--- config.mk ---
export PLATFORM = sky130hd
export DESIGN_NAME = mant_round
export DESIGN_NICKNAME = d
export VERILOG_FILES = /design/src/rtl/mant_round_pkg.sv /design/src/rtl/mant_round_decide.sv /design/src/rtl/mant_round_inc.sv /design/src/rtl/mant_round.sv
export SDC_FILE = /design/constraint.sdc
export NUM_CORES = 1
export LEC_CHECK = 0
export ABC_CLOCK_PERIOD_IN_PS = 800
export BUFFER_PORTS_ARGS = -buffer_cell sky130_fd_sc_hd__buf_2
export CORE_MARGIN = 2
export CORE_UTILIZATION = 43
export DETAILED_ROUTE_END_ITERATION = 7
export PLACE_DENSITY_LB_ADDON = 0.08
export SLEW_MARGIN = 15
export SYNTH_ARGS = -nofsm -noshare
export SYNTH_HDL_FRONTEND = slang
export SYNTH_SLANG_ARGS = --single-unit
--- constraint.sdc ---
create_clock -name clk -period 0.8 [get_ports clk]
set_input_delay 0.16 -clock clk [delete_from_list [all_inputs] [get_ports clk]]
set_output_delay 0.16 -clock clk [all_outputs]
set_load 0.005 [all_outputs]
--- src/rtl/mant_round_pkg.sv ---
package mant_round_pkg;

    typedef enum logic [1:0] {
        RM_NEAREST = 2'b00,
        RM_TO_ZERO = 2'b01,
        RM_DOWN    = 2'b10,
        RM_UP      = 2'b11
    } rmode_e;

    typedef struct packed {
        logic incr;
        logic inexact;
    } rdec_t;

endpackage

--- src/rtl/mant_round_decide.sv ---
module mant_round_decide
    import mant_round_pkg::*;
(
    input  logic [1:0] mode_i,
    input  logic       sign_i,
    input  logic       guard_i,
    input  logic       rbit_i,
    input  logic       sticky_i,
    input  logic       lsb_i,
    output rdec_t      dec_o
);

    rmode_e mode;
    logic   lost;

    always_comb begin
        mode         = rmode_e'(mode_i);
        lost         = guard_i | rbit_i | sticky_i;
        dec_o        = '0;
        dec_o.inexact = lost;
        unique case (mode)
            RM_NEAREST: dec_o.incr = guard_i & (rbit_i | sticky_i | lsb_i);
            RM_TO_ZERO: dec_o.incr = 1'b0;
            RM_DOWN:    dec_o.incr = lost & sign_i;
            RM_UP:      dec_o.incr = lost & ~sign_i;
            default:    dec_o.incr = guard_i & (rbit_i | sticky_i | lsb_i);
        endcase
    end

endmodule

--- src/rtl/mant_round_inc.sv ---
module mant_round_inc #(
    parameter int W = 64
) (
    input  logic [W-1:0] val_i,
    input  logic         inc_i,
    output logic [W:0]   sum_o
);

    localparam int SW = W + 1;

    always_comb begin
        sum_o = {1'b0, val_i} + SW'(inc_i);
    end

endmodule

--- src/rtl/mant_round.sv ---
module mant_round
    import mant_round_pkg::*;
#(
    parameter int MANT_W = 64
) (
    input  logic              clk,
    input  logic              rst_n,
    input  logic              sign_i,
    input  logic [MANT_W+1:0] mant_i,
    input  logic              sticky_i,
    input  logic [1:0]        mode_i,
    output logic [MANT_W:0]   mant_o,
    output logic              incr_o,
    output logic              inexact_o,
    output logic              sticky_o
);

    localparam int OUT_W = MANT_W + 1;

    typedef struct packed {
        logic [OUT_W-1:0] mant;
        logic             incr;
        logic             inexact;
        logic             sticky;
    } rstate_t;

    rstate_t st_d, st_q;

    logic [MANT_W-1:0] trunc;
    logic [OUT_W-1:0]  sum;
    rdec_t             dec;

    assign trunc = mant_i[MANT_W+1:2];

    mant_round_decide u_decide (
        .mode_i   (mode_i),
        .sign_i   (sign_i),
        .guard_i  (mant_i[1]),
        .rbit_i   (mant_i[0]),
        .sticky_i (sticky_i),
        .lsb_i    (trunc[0]),
        .dec_o    (dec)
    );

    mant_round_inc #(.W(MANT_W)) u_inc (
        .val_i (trunc),
        .inc_i (dec.incr),
        .sum_o (sum)
    );

    always_comb begin
        st_d         = st_q;
        st_d.mant    = sum;
        st_d.incr    = dec.incr;
        st_d.inexact = dec.inexact;
        st_d.sticky  = 1'b0;
    end

    always_ff @(posedge clk or negedge rst_n) begin
        if (!rst_n) begin
            st_q <= '0;
        end else begin
            st_q <= st_d;
        end
    end

    assign mant_o    = st_q.mant;
    assign incr_o    = st_q.incr;
    assign inexact_o = st_q.inexact;
    assign sticky_o  = st_q.sticky;

endmodule

* After elaboration in Yosys (flattened, before gate mapping)
Cells that the tools add are included.
Widths: inputs -> output; s select.
** Storage, ports and cells
- Output and inout port bits :: 68
- Input port bits :: 72
- Bits in registers :: 67
** Operators by class
- Reductions and logical operators :: 1
- Add/subtract/negate cells :: 1
- Equality and inequality tests :: 3
- Bitwise operators :: 8
- Multiplexer cells :: 1
** Operators by type and width (count)
- $add 64x1->65 :: 1
- $eq 2x2->1 const B :: 2
- $or 1x1->1 :: 4
- $pmux 1 s4 :: 1
- $and 1x1->1 :: 3
- $eq 2x1->1 const B :: 1
- $logic_not 2->1 :: 1
- $not 1->1 :: 1

* Depth between registers and ports, before layout
Gate-level depths: netlist of the first run.
- Depth after elaboration :: 5
- Mapped depth :: 12
- Gate-level depth less buffers :: 11

* Modules after synthesis
Synthesis of the first run repeated with hierarchy kept, for this count alone.
** Second synthesis, totals
- Cells, all modules :: 274
- Area total of the unflattened synthesis :: 3104.2 um^2
** Modules (own cells, without submodules)
- mant_round :: area each 1687.9 um^2, instances 1, sequential area each 1676.6 um^2, cells an instance 69
- mant_round_inc :: area each 1366.3 um^2, instances 1, sequential area each 0.0 um^2, cells an instance 197
- mant_round_decide :: area each 50.0 um^2, instances 1, sequential area each 0.0 um^2, cells an instance 8

* Least setup slack after synthesis of the first run
Ideal clock, no wire load.
- Path type :: input to register
- From :: input port mode_i[1]
- To :: register st_q (netlist bit mant_o[58])
- Data required time :: 677 ps
- Setup time :: 123 ps
- Cell stages on the path :: 12
- Path slack :: -1497 ps
- Arrival :: 2175 ps
- Cells stage by stage :: nor2b_1 -> xnor2_1 -> nand2_1 -> nor2_1 -> ha_1 -> ha_1 -> and3_1 -> nand4_1 -> nor4b_2 -> buf_2 -> nand4_1 -> xnor2_1
** Between the ends
- Cells in the longest elaborated chain, start to end :: 3
- Elaborated cells between the ends (all ways) :: 6
** RTL lines
- from (decl) :: line mant_round.sv:11 : input logic [1:0] mode_i,
- $eq 2x2->1 (tied with other cells) :: line mant_round_decide.sv:21 : unique case (mode)
- $pmux 1 s4 (*) :: line mant_round_decide.sv:21
- named net u_inc.inc_i :: line mant_round_inc.sv:5 : input logic inc_i,
- $add 64x1->65 (*) :: line mant_round_inc.sv:12 : sum_o = {1'b0, val_i} + SW'(inc_i);
- named net sum[58] :: line mant_round.sv:30 : logic [OUT_W-1:0] sum;
- to (signal assigned) :: line mant_round.sv:63 : st_q <= st_d;
- to (decl) :: line mant_round.sv:27 : rstate_t st_d, st_q;
The timed path passes the listed nets; every way through them passes the cells marked *.

* Final worst setup path of the first run
- From :: input port mode_i[1]
- To :: register st_q (netlist bit mant_o[44])
Same word-level chain as after synthesis.

==> flow_summary.yaml, run 1 <==
finish:
  mostFrequentLayoutCells: "buf_2 (134), buf_4 (108), dfrtp_1 (67)"
  layout-drive-gt1-share: 0.606
  num-nets-final: 629
  area_delta_synth_final_pct: 79.1
  nFillCells: 505
  post_layout_nonfiller_instances: 658
  final_common_cell: "buf_2"
  utilization: 0.785
  antenna_cells: 0
sta:
  grt_setup_unrepaired: "true"
  finalCritPeriodShare: 2.42
  fin_setup_tns_ps: -66620
  setup_viol: 132
  finalMaxSlewViolations: 0
  post-route-min-period_ps: 1940
  finalHoldViolCount: 0
  fmax_mhz: 516
  fin_ws_ps: -1140
floorplan:
  core_um2: 7140
  fp.dieW_um: 89.3
  row_count: 31
  die_y_um: 89.3
  die-area_um2: 7970
  io_pins: 140
  start_util: 0.438
logic_synthesis:
  synth_top_area_frac: 0.536
  synth.distinct_cells: 33
  seq_area_frac_synth: 0.536
  yosysWarnings: 0
  ys_seq_elements: 67
  syn-instance-count: 288
  synthesis.nets: 362
  synth.avg_cell_area_um2: 10.9
  synth.area.top_cells: "dfrtp_1 (54%), xnor2_1 (9.0%), xor2_1 (8.7%)"
  yosysTopAreaCell: "dfrtp_1"
  synthesis.area_um2: 3130
global_route:
  grt_usage: 0.223
  grt_pass1_wl_um: 13500
  antenna_found_initial: 0
  grt_pass1_vias: 2972
  grt_max_degree: 23
  grt_overflow: 0
placed_design:
  io_buffers: 138
  hpwl_um: 6870
  place_inst: 630
  gp_congestion: 0.831
clocking:
  cts_root_buffer: "clkbuf_8"
  numCtsBuffers: 9
  clockBufferDepth: 2
  cts_tree: "done"
  h-tree-depth: 3
  clk_pin_slew_worst_paths_ps: 70
  cts_sinks: 67
power:
  power_density_nw_per_um2: 1310
  peakVddDrop_mv: 0.939
  p_total_mw: 7.36
  power_leakage_nw: 2.81
route:
  drt-initial-drc-count: 107
  dr.pass1.iters: 4
  drcViolationCount: 0
  wire_per_inst_um: 14.1
  ant_nets: 0
  wirelength_um: 9310
  viasPerCell: 4.72
  vias: 3103
worst_setup_path:
  criticalPathCategory: "in -> reg"
  path_max_fanout: 7
  cp_data_required_time_ps: 1060
  start_kind: "input pin"
  end_kind: "flop"
  arrival_ps: 2200
status:
  failed_checks: "setup timing"
  outcome: "complete, but fails checks"
min_path:
  hp-class: "in -> reg"
flow_run:
  maxCapViolations: 0
## power by group
part | switching, mW | internal [mW]
Sequential | 0.0458 | 3.57
Clock | 1.21 | 1.18
Combinational | 0.636 | 0.721
## critical path: stages
cell	delay [ps]
buf_6	90
nor2b_4	110
xnor2_1	130
nand2_1	110
nor2_4	120
ha_4	160
ha_4	130
and3_4	170
buf_4	100
nand2_1	40
or4_4	550
nor4_4	180
xor2_1	160
## state kept, by name (all words and copies together), names as in the netlist
| register | count |
|---|---|
| mant_o | 65 |
| inexact_o | 1 |
| incr_o | 1 |
## metal layers
layer  global-route usage  wire length (um)  vias to the layer above
met1                0.265              3730                     1473
met4               0.0841               116                        0
met3               0.0425               476                       10
li1                     -                 -                     1530
met2                0.401              4990                       90
met5                    0                 0                        -
## final timing paths
path                            start          to  slack (ps)  cells past startpoint
min                        mant_i[65]  mant_o[63]          20                      2
max in group asynchronous       rst_n  mant_o[46]         200                      3
min in group asynchronous       rst_n  mant_o[12]         210                      2
max                         mode_i[1]  mant_o[44]       -1140                     13
## synthesized netlist by cell type
| master | instances |
|---|---|
| nand3_1 | 20 |
| and2_1 | 2 |
| nor4b_2 | 1 |
| xnor2_1 | 32 |
| dfrtp_1 | 67 |
| nand2_1 | 32 |
| nor4b_1 | 1 |
| nand4_2 | 1 |
| buf_4 | 1 |
| or3_1 | 2 |
| ha_1 | 2 |
| nor4_1 | 9 |
| buf_2 | 1 |
| nor2_1 | 22 |
| or4_4 | 3 |
| and4bb_2 | 1 |
| nand2b_1 | 1 |
| nand4_1 | 21 |
| nor3_1 | 9 |
| nor4_4 | 2 |
| nor3_4 | 1 |
| and3_1 | 9 |
| buf_6 | 1 |
| and4_1 | 1 |
| and4_2 | 1 |
| and3_2 | 1 |
| clkbuf_1 | 1 |
| a21oi_1 | 1 |
| conb_1 | 1 |
| inv_1 | 6 |
| or2_2 | 3 |
| xor2_1 | 31 |
| nor2b_1 | 1 |
## stage by stage
| stage | hold WS [ps] | instance area, um^2 | setup WS (ps) |
|---|---|---|---|
| global placement | 25.0 | 4980 | -1550 |
| global route | 20.5 | 5600 | -1260 |
| detailed placement | 29.9 | 4980 | -1640 |
| CTS | 12.7 | 5350 | -1170 |
| finish | 24.0 | 5600 | -1140 |
| floorplan | -136 | 3290 | -1320 |
## area by class of cell
cell class	count	area (um^2)	area share
clock buffer	12	145	0.0259
clock inverter	3	15.0	0.00268
inverter	6	22.5	0.00402
multi-input combinational	211	1870	0.333
sequential	67	1680	0.299
tap	99	124	0.0221
timing repair buffer	260	1750	0.313
## logic make-up (layout without fill, tap and decap cells)
family,after synthesis,after routing,share of synthesized area
fa+ha+maj,2,2,0.00800
simple gates,144,144,0.261
flops,67,67,0.536
buf+inv,10,281,0.0160
compound gates,1,1,0.00160
other cells,1,1,0.00120
xor+xnor,63,63,0.176
## what timing repair did
| item | 4_1_cts | 5_1_grt |
|---|---|---|
| resized for setup | 26 | 39 |
| setup endpoints to repair | 132 | 132 |
| hold buffers | 1 | 0 |
| hold endpoints to repair | 67 | 0 |
| pin swaps | 27 | 23 |
| buffers inserted | 8 | 5 |
Power figures use the tool's default switching activity.
==> run 2, diff against run 1 <==
MAX_ROUTING_LAYER = met4   (was unset)
RECOVER_POWER = 25   (was unset)
==> flow_summary.yaml, run 2 (synthesis gave the netlist of run 1 again) <==
clocking:
  cts_tree: "done"
  numCtsBuffers: 9
  cts_sinks: 67
  h-tree-depth: 3
  cts_root_buffer: "clkbuf_8"
  clk_pin_slew_worst_paths_ps: 70
  clockBufferDepth: 2
sta:
  max-slew-margin-rel: 0.633
  finalCritPeriodShare: 2.41
  fin_ws_ps: -1130
  finalHoldViolCount: 0
  fmax_mhz: 519
  finalMaxSlewViolations: 0
  setup_viol: 195
  post-route-min-period_ps: 1930
  fin_setup_tns_ps: -70020
  grt_setup_unrepaired: "true"
  tightest_slew_ps: 551
power:
  swShare: 0.256
  peakVddDrop_mv: 0.938
  p_sw_mw: 1.88
  p_total_mw: 7.35
  power_density_nw_per_um2: 1310
  share_clk_of_total_power: 0.324
  pwr-share-seq: 0.492
  comb_power_share: 0.184
  power_leakage_nw: 2.81
  power.internal_mw: 5.47
worst_setup_path:
  path_max_fanout: 7
  criticalPathCategory: "in -> reg"
  arrival_ps: 2190
  end_kind: "flop"
  cp_data_required_time_ps: 1060
  start_kind: "input pin"
placed_design:
  gp_congestion: 0.844
  hpwl_um: 6870
  io_buffers: 138
route:
  wirelength_um: 9330
  wire_per_inst_um: 14.2
  drcViolationCount: 0
  drt-initial-drc-count: 97
  vias: 3112
  dr.pass1.iters: 5
  ant_nets: 0
  viasPerCell: 4.73
min_path:
  worstHoldStart: "mant_i[65]"
  hold_end: "mant_o[63]"
  holdPathStages: 2
  hp-class: "in -> reg"
floorplan:
  io_pins: 140
  core_um2: 7140
  die-area_um2: 7970
  row_count: 31
  die_y_um: 89.3
  fp.dieW_um: 89.3
  start_util: 0.438
finish:
  antenna_cells: 0
  area_delta_synth_final_pct: 78.6
  num-nets-final: 629
  final_common_cell: "buf_2"
  mostFrequentLayoutCells: "buf_2 (132), buf_4 (108), dfrtp_1 (67)"
  largest_register_ffs: 65
  layout-drive-gt1-share: 0.601
  nFillCells: 508
status:
  outcome: "complete, but fails checks"
  failed_checks: "setup timing"
global_route:
  grt_usage: 0.231
  grt_pass1_vias: 2970
  grt_overflow: 0
  grt_max_degree: 23
  antenna_found_initial: 0
  grt_pass1_wl_um: 13500
flow_run:
  maxCapViolations: 0
run 2: how the worst max path moves through the flow:
stage,from,endpoint,slack [ps],cells past startpoint
after global placement,mode_i[1],mant_o[58],-1550,14
final,mode_i[1],mant_o[44],-1130,13
after CTS,mode_i[1],mant_o[54],-1170,14
after global routing,mode_i[1],mant_o[54],-1260,14
after detailed placement,mode_i[1],mant_o[52],-1640,13
after floorplan,mode_i[1],mant_o[36],-1320,12
run 2: power by group through the flow:
stage / logic, mW / clock network (mW) / registers, mW
final: 1.35 / 2.38 / 3.62
after detailed placement: 1.23 / 0 / 3.68
after floorplan: 0.261 / 0 / 3.71
after CTS: 1.28 / 2.45 / 3.62
after global placement: 1.21 / 0 / 3.68
after global routing: 1.48 / 2.57 / 3.63
run 2: area by class of cell:
class | count | area [um^2] | share of cell area
clock buffer | 12 | 145 | 0.0260
clock inverter | 3 | 15.0 | 0.00269
inverter | 6 | 22.5 | 0.00403
multi-input combinational | 211 | 1850 | 0.332
sequential | 67 | 1680 | 0.300
tap | 99 | 124 | 0.0222
timing repair buffer | 260 | 1750 | 0.313
run 2: layer usage:
layer | GRT usage | vias up | routed length, um
met5 | - | - | 0
met4 | 0.0841 | 0 | 116
met3 | 0.0388 | 10 | 547
met2 | 0.400 | 100 | 5000
met1 | 0.269 | 1469 | 3660
li1 | - | 1533 | -
run 2: stage by stage:
step | util | instances | hold WS [ps] | instance area [um^2] | setup slack (ps)
3_3_place_gp | 0.698 | 630 | 25.0 | 4980 | -1550
5_1_grt | 0.783 | 658 | 20.6 | 5590 | -1260
6_report | 0.783 | 658 | 24.9 | 5590 | -1130
4_1_cts | 0.750 | 653 | 12.7 | 5350 | -1170
2_1_floorplan | - | 288 | -136 | 3290 | -1320
3_5_place_dp | 0.698 | 630 | 29.9 | 4980 | -1640
run 2: repair_timing:
item,CTS,global route
pin swaps,27,23
gates cloned,0,0
endpoints found under the hold margin,67,0
hold buffers,1,0
resized for setup,26,39
setup endpoints to repair,132,132
buffers inserted,8,5
run 2: worst max-delay path: stages:
cell	delay [ps]
buf_6	90
nor2b_4	110
xnor2_1	130
nand2_1	100
nor2_4	120
ha_4	150
ha_4	130
and3_4	170
buf_4	100
nand2_1	40
or4_4	550
nor4_4	180
xor2_1	160
